File: src/rtl/ipi_part_pkg.sv
package ipi_part_pkg;
   localparam int unsigned CAUSE_W   = 16;
   localparam int unsigned CLASSES   = 4;
   localparam int unsigned PINS      = 3;
   localparam int unsigned SEL_W     = 2;
   localparam int unsigned PART_W    = CLASSES * SEL_W;
   localparam int unsigned CLR_BASE  = 32'h100;
   localparam int unsigned SET_BASE  = 32'h140;
   localparam int unsigned PART_ADDR = 32'h190;

   function automatic logic [CLASSES-1:0] class_active(input logic [CAUSE_W-1:0] c);
      return {|c[15:8], |c[7:4], |c[3:1], c[0]};
   endfunction
endpackage

File: src/rtl/ipi_addr_dec.sv
module ipi_addr_dec
   import ipi_part_pkg::*;
#(
   parameter int unsigned NUM_CORES = 4,
   parameter int unsigned ADDR_W    = 10
)(
   input  logic                 wr_en,
   input  logic [ADDR_W-1:0]    wr_addr,
   output logic [CAUSE_W-1:0]   set_sel,
   output logic [NUM_CORES-1:0] clr_hit,
   output logic                 part_hit
);
   localparam logic [ADDR_W-1:0] SET_A  = ADDR_W'(SET_BASE);
   localparam logic [ADDR_W-1:0] CLR_A  = ADDR_W'(CLR_BASE);
   localparam logic [ADDR_W-1:0] PART_A = ADDR_W'(PART_ADDR);

   for (genvar k = 0; k < CAUSE_W; k++) begin : g_set
      assign set_sel[k] = wr_en && (wr_addr == SET_A + ADDR_W'(k));
   end

   for (genvar c = 0; c < NUM_CORES; c++) begin : g_clr
      assign clr_hit[c] = wr_en && (wr_addr == CLR_A + ADDR_W'(c));
   end

   assign part_hit = wr_en && (wr_addr == PART_A);
endmodule

File: src/rtl/ipi_cause_bank.sv
module ipi_cause_bank
   import ipi_part_pkg::*;
#(
   parameter int unsigned NUM_CORES = 4
)(
   input  logic                                clk,
   input  logic                                rst_n,
   input  logic [CAUSE_W-1:0]                  set_sel,
   input  logic [NUM_CORES-1:0]                set_cores,
   input  logic [NUM_CORES-1:0]                clr_hit,
   input  logic [CAUSE_W-1:0]                  clr_bits,
   output logic [NUM_CORES-1:0][CAUSE_W-1:0]   cause_q
);
   for (genvar c = 0; c < NUM_CORES; c++) begin : g_core
      logic [CAUSE_W-1:0] q;
      logic [CAUSE_W-1:0] set_mask;
      logic [CAUSE_W-1:0] clr_mask;

      always_comb begin
         set_mask = set_cores[c] ? set_sel  : '0;
         clr_mask = clr_hit[c]   ? clr_bits : '0;
      end

      // acknowledge wins over a raise of the same bit
      always_ff @(posedge clk or negedge rst_n) begin
         if (!rst_n) q <= '0;
         else        q <= (q | set_mask) & ~clr_mask;
      end

      assign cause_q[c] = q;
   end
endmodule

File: src/rtl/ipi_pin_map.sv
module ipi_pin_map
   import ipi_part_pkg::*;
(
   input  logic [CAUSE_W-1:0] cause,
   input  logic [PART_W-1:0]  part,
   output logic [PINS-1:0]    pins
);
   logic [CLASSES-1:0] act;

   always_comb begin
      act  = class_active(cause);
      pins = '0;
      for (int p = 0; p < PINS; p++) begin
         for (int g = 0; g < CLASSES; g++) begin
            if (act[g] && (part[g*SEL_W +: SEL_W] == SEL_W'(p))) pins[p] = 1'b1;
         end
      end
   end
endmodule

File: src/rtl/ipi_part_ctrl.sv
module ipi_part_ctrl
   import ipi_part_pkg::*;
#(
   parameter int unsigned NUM_CORES = 4,
   parameter int unsigned ADDR_W    = 10,
   parameter int unsigned DATA_W    = 32
)(
   input  logic                      clk,
   input  logic                      rst_n,
   input  logic                      wr_en,
   input  logic [ADDR_W-1:0]         wr_addr,
   input  logic [DATA_W-1:0]         wr_data,
   input  logic [ADDR_W-1:0]         rd_addr,
   output logic [DATA_W-1:0]         rd_data,
   output logic [PINS*NUM_CORES-1:0] ipi_pins
);
   localparam logic [ADDR_W-1:0] CLR_A  = ADDR_W'(CLR_BASE);
   localparam logic [ADDR_W-1:0] PART_A = ADDR_W'(PART_ADDR);

   if (NUM_CORES < 1 || NUM_CORES > 32) begin : g_bad_cores
      $error("ipi_part_ctrl: NUM_CORES must be 1..32");
   end
   if (ADDR_W < 9) begin : g_bad_addr
      $error("ipi_part_ctrl: ADDR_W must reach the partition address");
   end
   if (DATA_W < CAUSE_W || DATA_W < NUM_CORES) begin : g_bad_data
      $error("ipi_part_ctrl: DATA_W too narrow");
   end

   logic [CAUSE_W-1:0]                set_sel;
   logic [NUM_CORES-1:0]              clr_hit;
   logic                              part_hit;
   logic [NUM_CORES-1:0][CAUSE_W-1:0] cause_q;
   logic [PART_W-1:0]                 part_q;
   logic                              unused_wdata_bits;

   assign unused_wdata_bits = ^wr_data;

   ipi_addr_dec #(.NUM_CORES(NUM_CORES), .ADDR_W(ADDR_W)) u_dec (
      .wr_en    (wr_en),
      .wr_addr  (wr_addr),
      .set_sel  (set_sel),
      .clr_hit  (clr_hit),
      .part_hit (part_hit)
   );

   ipi_cause_bank #(.NUM_CORES(NUM_CORES)) u_bank (
      .clk       (clk),
      .rst_n     (rst_n),
      .set_sel   (set_sel),
      .set_cores (wr_data[NUM_CORES-1:0]),
      .clr_hit   (clr_hit),
      .clr_bits  (wr_data[CAUSE_W-1:0]),
      .cause_q   (cause_q)
   );

   always_ff @(posedge clk or negedge rst_n) begin
      if (!rst_n)        part_q <= '0;
      else if (part_hit) part_q <= wr_data[PART_W-1:0];
   end

   for (genvar c = 0; c < NUM_CORES; c++) begin : g_pins
      ipi_pin_map u_map (
         .cause (cause_q[c]),
         .part  (part_q),
         .pins  (ipi_pins[c*PINS +: PINS])
      );
   end

   always_comb begin
      rd_data = '0;
      if (rd_addr == PART_A) rd_data = DATA_W'(part_q);
      for (int c = 0; c < NUM_CORES; c++) begin
         if (rd_addr == CLR_A + ADDR_W'(c)) rd_data = DATA_W'(cause_q[c]);
      end
   end
endmodule

File: config.mk
export PLATFORM = sky130hd
export DESIGN_NAME = ipi_part_ctrl
export DESIGN_NICKNAME = d
export VERILOG_FILES = /design/src/rtl/ipi_part_pkg.sv /design/src/rtl/ipi_addr_dec.sv /design/src/rtl/ipi_cause_bank.sv /design/src/rtl/ipi_pin_map.sv /design/src/rtl/ipi_part_ctrl.sv
export SDC_FILE = /design/constraint.sdc
export NUM_CORES = 1
export LEC_CHECK = 0
export BUFFER_PORTS_ARGS = -buffer_cell sky130_fd_sc_hd__buf_2
export CAP_MARGIN = 20
export CELL_PAD_IN_SITES_DETAIL_PLACEMENT = 1
export CELL_PAD_IN_SITES_GLOBAL_PLACEMENT = 1
export CORE_ASPECT_RATIO = 1.25
export CORE_MARGIN = 4
export CORE_UTILIZATION = 25
export DETAILED_ROUTE_END_ITERATION = 10
export PLACE_DENSITY_LB_ADDON = 0.1
export SLEW_MARGIN = 20
export SYNTH_ARGS = -nofsm -noshare
export SYNTH_HDL_FRONTEND = slang
export SYNTH_HIERARCHICAL = 1
export SYNTH_SLANG_ARGS = --single-unit
File: constraint.sdc
create_clock -name clk -period 2.45 [get_ports clk]
set_clock_uncertainty 0.05 [all_clocks]
set_input_delay 0.49 -clock clk [delete_from_list [all_inputs] [get_ports clk]]
set_output_delay 0.49 -clock clk [all_outputs]
set_load 0.1 [all_outputs]
# Word-level counts from Yosys, hierarchy flattened
# Index checks and enable logic that the tools add are counted.
[op_classes]
addsub = 0
n_lt_le_gt_ge = 0
n_mul = 0
n_eq_ne = 34
div = 0
bitwise = 12
n_reduce_logical = 85
shift = 0
muxes = 61
[op_table]
columns = ["op", "n"]
rows = [
  ["$eq A10 B9 Y1 const B", 26],
  ["$mux W16", 8],
  ["$mux W32", 4],
  ["$logic_and A1 B1 Y1", 69],
  ["$and A16 B16 Y16", 4],
  ["$not A16 Y16", 4],
  ["$or A16 B16 Y16", 4],
  ["$mux W1", 48],
  ["$reduce_or A8 Y1", 4],
  ["$reduce_or A4 Y1", 4],
  ["$reduce_or A3 Y1", 4],
  ["$eq A2 B1 Y1 const B", 4],
  ["$eq A2 B2 Y1 const B", 4],
  ["$logic_not A2 Y1", 4],
  ["$mux W8", 1],
]
[totals]
ram_bits = 0
out_inout_bits = 44
rom_bits = 0
register_bits = 72
memories = 0
latch_bits = 0

# Depth between registers and ports, before layout
[logic_depth]
depth_word = 6
mapped_depth = 6
depth_no_buf = 4

# Cells and area by module
# Netlist, hierarchy kept.
[by_module_without_submodules]
columns = ["module", "area_each_um2", "instances", "cells_per_inst"]
rows = [
  ["ipi_cause_bank", 2437.3, 1, 208],
  ["ipi_part_ctrl", 1088.5, 1, 93],
  ["ipi_pin_map", 167.7, 4, 21],
  ["ipi_addr_dec", 257.7, 1, 38],
]

# Worst setup path before layout
# Ideal clock, no wire load.
[synth_timing]
path_kind = "input-to-output"
start = "input port rd_addr[9]"
end = "output port rd_data[7]"
required_ns = 1.910
arrival_ns = 2.897
slack_ns = -0.987
path_stages = 4
path_cell_list = "or4b_4 > nor3_4 > o21ai_0 > a21oi_1"
[synth_via]
elab_chain_len = 6
[synth_rtl]
columns = ["item", "line_no", "rtl"]
rows = [
  ["start, declared", "ipi_part_ctrl.sv:13", "input logic [ADDR_W-1:0] rd_addr,"],
  ["$eq A10 B9 Y1", "ipi_part_ctrl.sv:72", "if (rd_addr == PART_A) rd_data = DATA_W'(part_q);"],
  ["$mux W8", "ipi_part_ctrl.sv:72", ""],
  ["$mux W32 (3 in a row)", "ipi_part_ctrl.sv:74", "if (rd_addr == CLR_A + ADDR_W'(c)) rd_data = DATA_W'(cause_q[c]);"],
  ["$mux W32 (*)", "ipi_part_ctrl.sv:74", ""],
  ["end, declared", "ipi_part_ctrl.sv:14", "output logic [DATA_W-1:0] rd_data,"],
]
# Every way passes the cells marked *; elsewhere a longest branch is shown, timed or not.

# Worst setup path after layout
[layout_timing]
start = "input port rd_addr[5]"
end = "output port rd_data[6]"
# The elaborated chain is that of the path after synthesis.

==> results by stage <==
Global route:
- The number of global-route vias before repair is slightly above 4000.
- The global routing met2 resource utilization is 0.3041.
- The first global-routing pass estimated around 25000 um of wire.
- Summed over all layers, the global routing overflow is 0.
- For this run, global-route usage on met1 was measured as 0.2138.
- In the global route stage, met3 resource usage came out at 0.02614.
- met2 is the most crowded layer.
- The initial antenna violation count came to 0.
- The pin count of the biggest net entering global routing is 50.
- The overall track demand over capacity in global routing is 0.1694.

Synthesis:
- The distinct cell type count of the synthesized netlist is 47.
- Sorting the synthesized cells by area gives the leading types as sky130_fd_sc_hd__dfrtp_1 (40%), sky130_fd_sc_hd__a21oi_1 (15%), sky130_fd_sc_hd__mux4_2 (7.1%).
- The synthesis-stage register bit count is between 70 and 80.
- The proportion of netlist area held by the largest area contributor is 0.4045.
- The commonest cells after synthesis are sky130_fd_sc_hd__a21oi_1 (133), sky130_fd_sc_hd__dfrtp_1 (72), sky130_fd_sc_hd__nor4_1 (20), sky130_fd_sc_hd__buf_4 (17), sky130_fd_sc_hd__mux4_2 (14).
- The flip-flop cell with the highest count after synthesis is sky130_fd_sc_hd__dfrtp_1.
- The cell type with the highest aggregate area in the netlist is sky130_fd_sc_hd__dfrtp_1.
- The instance count of the mapped netlist is around 420.
- The number of warning messages in the yosys log is 6.
- sky130_fd_sc_hd__a21oi_1 is the most common cell in the netlist.
- The share of the Yosys chip area taken by registers is 0.4045.
- Of all flip-flops after synthesis, the portion carrying an async set or reset was 1.000.
- The per-instance average area after synthesis is roughly 11 um^2.
- The cell area that synthesis handed to floorplanning was between 0.004 and 0.005 mm^2.
- In this run, synthesis inferred 0 flip-flops with an integrated enable.

Timing:
- For the pin with the worst max-slew slack, the measured transition is around 0.63 ns.
- The worst slew margin relative to its limit is 0.5784.
- Setup repair after global routing could not meet its margin everywhere.
- The timing-limited maximum frequency is a little under 400 MHz.
- The final setup violation count is 18.
- After layout, the minimum clock period comes to about 2.5 ns.
- The final worst slack is -0.07727 ns.
- The final clock period utilization by the worst path is 1.032.
- The number of hold violations in the final report is 0.
- The max-slew violation total from the final report came to 0.

Floorplan:
- For this configuration, the core starts out at a cell density of 0.2545.
- The width of the die is roughly 130 um.
- The floorplan step defined a die boundary enclosing around 0.02 mm^2.
- The floorplan step set the die height to roughly 160 um.
- The region available for standard cell placement spans between 0.015 and 0.02 mm^2.
- During I/O placement, the number of pins put on the boundary was 99.
- The total number of placement rows is 54.

Job:
- Max-cap violations in this run came to 0.

Clock tree:
- The hold-fix buffer count after cts is 0.
- The number of buffers inserted during clock tree synthesis is 9.
- The number of H-tree levels is 3.
- Counting along the longest clock path gives a buffer depth of 2.
- Clock-pin slew was measured on the worst setup and hold paths at ~0.060 ns.
- The count of clock tree sinks is between 70 and 80.
- The clock root buffer is sky130_fd_sc_hd__clkbuf_16.
- TritonCTS built the clock tree.
- The source-to-sink clock delay at the later pin of the worst-skew pair is around 0.34 ns.

Run status:
- The final reports fail on setup timing.
- The run finished, with violations left.

Worst setup path:
- The type of origin of the critical path is an input pin.
- The worst setup path is of the in -> out kind.
- The required time at the worst-slack endpoint is approximately 1.9 ns.
- The worst reg2reg path endpoint is part_q[2].
- Setup slack on the worst reg-to-reg path comes out at approximately 1.4 ns.
- In this run the worst path has a maximum fanout of 6.
- The arrival time at the worst endpoint is slightly below 2 ns.
- The worst register-to-register path begins at part_q[2].
- Measured in cells, the most critical reg-to-reg path has a length of 1.
- The element type at the critical path end is an output pin.

Detailed routing:
- The first detailed-routing pass ran for 4 iterations.
- The detail route stage leaves a number of antenna-violating nets equal to 0.
- Summing over every cut layer, the via total after detailed routing is slightly below 4000.
- For this run, design rule violations remaining after detail routing come to 0.
- Dividing the detail-routed wire length by the instance count gives 22.42 um.
- The total wirelength of the detailed-routed design is 16790 um.
- In this run, the number of DRC markers left after iteration 0 of detailed routing was ~170.
- Dividing the detail-routed via count by the number of cells gives between 5 and 6.

Placed design:
- In this run the tool buffered the top-level ports with 66 buffer cells.
- Summing all placed instances gives a cell area of roughly 0.0054 mm^2.
- Routability-driven placement finished with a final weighted congestion of between 0.8 and 0.9.
- After legalization and detailed placement, the total HPWL measured approximately 12000 um.

Power and ir drop:
- VDD sags by at most 0.0002964 V.
- The clock power share is 0.466.
- The part of the power in registers is 0.369.
- The cell internal power dissipation is ~2400 uW.
- Of the total power, the share spent switching nets is 0.2897.
- In this run the static leakage power is around 0.0027 uW.
- For this design the ratio of total power to cell area is 564.8 mW/mm^2.
- The net load switching power is slightly below 1000 uW.
- The combinational share of power is 0.164.

Layout:
- The net count of the finished layout is around 580.
- Of the cells placed in the final design, the portion with a size suffix greater than 1 is 0.3924.
- At the end of the flow the core is filled with cells to 0.3382.
- The repair_antennas step left the layout with diodes totalling 0.
- The synthesis-to-finish area growth is 32.87%.
- After routing the design area is 0.005918 mm^2.

Hold path:
- The worst hold path belongs to the class in -> async.
cell type report:
type | instances | area, um^2
clock buffers | 11 | 242.7
clock inverters | 5 | 103.9
fillers | 1964 | 11580
inverters | 13 | 48.80
multi-input cells | 308 | 2376
flip-flops and latches | 72 | 1805
well taps | 224 | 280.3
repair buffers | 116 | 1061
worst max-delay path, cell delays in order:
cell and delay [ns]:
sky130_fd_sc_hd__buf_6 0.09, sky130_fd_sc_hd__or4b_4 0.57, sky130_fd_sc_hd__nor3_4 0.14, sky130_fd_sc_hd__and4_1 0.21, sky130_fd_sc_hd__buf_6 0.13, sky130_fd_sc_hd__a32o_2 0.17, sky130_fd_sc_hd__buf_12 0.18
metrics by stage:
step	power [uW]	cells	worst slack [ns]	hold WS (ns)	setup TNS (ns)
floorplan	1638	438	-0.1684	0.1444	-1.146
global placement	1773	727	-0.1037	0.4871	-1.176
detailed placement	1778	727	-0.1240	0.4952	-1.297
CTS	3363	745	-0.09001	0.1293	-1.124
global route	3459	749	-0.1346	0.1575	-1.979
finish	3342	749	-0.07727	0.1250	-0.8789
layer usage:
| metal | part of all wire | routed length (um) |
|---|---|---|
| met1 | 0.44 | 7382 |
| met2 | 0.53 | 8866 |
| met3 | 0.026 | 432 |
| met4 | 0.0064 | 108 |
| met5 | 0 | 0 |
power by group through the flow:
stage	clock, uW	combinational [uW]	sequential [uW]
after floorplan	0	391	1250
after global placement	0	519	1250
after detailed placement	0	523	1250
after CTS	1590	542	1230
after global routing	1640	579	1240
final	1560	549	1230
cells in the final DEF, fill, tap and decap left out, types with 8 or more instances in the layout:
master / count
sky130_fd_sc_hd__nor4_4: 10
sky130_fd_sc_hd__nor3_1: 8
sky130_fd_sc_hd__and3_2: 8
sky130_fd_sc_hd__buf_2: 37
sky130_fd_sc_hd__inv_1: 13
sky130_fd_sc_hd__a21oi_2: 9
sky130_fd_sc_hd__a21oi_1: 127
sky130_fd_sc_hd__clkbuf_16: 9
sky130_fd_sc_hd__mux4_2: 14
sky130_fd_sc_hd__dfrtp_1: 69
sky130_fd_sc_hd__nor4_2: 8
sky130_fd_sc_hd__buf_12: 19
sky130_fd_sc_hd__mux2_2: 8
sky130_fd_sc_hd__buf_4: 51
sky130_fd_sc_hd__a211o_1: 8
sky130_fd_sc_hd__o32ai_1: 8
sky130_fd_sc_hd__nor4_1: 15
sky130_fd_sc_hd__nand2b_1: 12
sky130_fd_sc_hd__conb_1: 16
state kept, by name (all words and copies together), names as in the netlist:
signal	cells
part_q	8
u_bank/g_core.q	64
timing repair:
item                       CTS  global route
cloned                       0             0
setup buffers                2             4
hold endpoints to repair     0             0
setup endpoints to repair   28            28
resized for setup           25            10
pin swaps                   12             6
worst max path at each step:
| stage | startpoint | end | slack (ns) | depth (start not counted) |
|---|---|---|---|---|
| 3_5_place_dp | rd_addr[9] | rd_data[6] | -0.12 | 7 |
| 4_1_cts | rd_addr[5] | rd_data[6] | -0.09 | 7 |
| 5_1_grt | rd_addr[5] | rd_data[6] | -0.13 | 7 |
| 6_report | rd_addr[5] | rd_data[6] | -0.08 | 7 |
| 2_1_floorplan | rd_addr[9] | rd_data[4] | -0.17 | 5 |
| 3_3_place_gp | rd_addr[9] | rd_data[5] | -0.10 | 7 |
cells by family after synthesis:
kind of cell           share of synthesized area
AND/OR/NAND/NOR                           0.1705
flip-flops                                0.4045
multiplexers                             0.09775
other                                  0.0008419
AO/OA/AOI/OAI                             0.2275
buffers and inverters                    0.09888
Power figures use the tool's default switching activity.
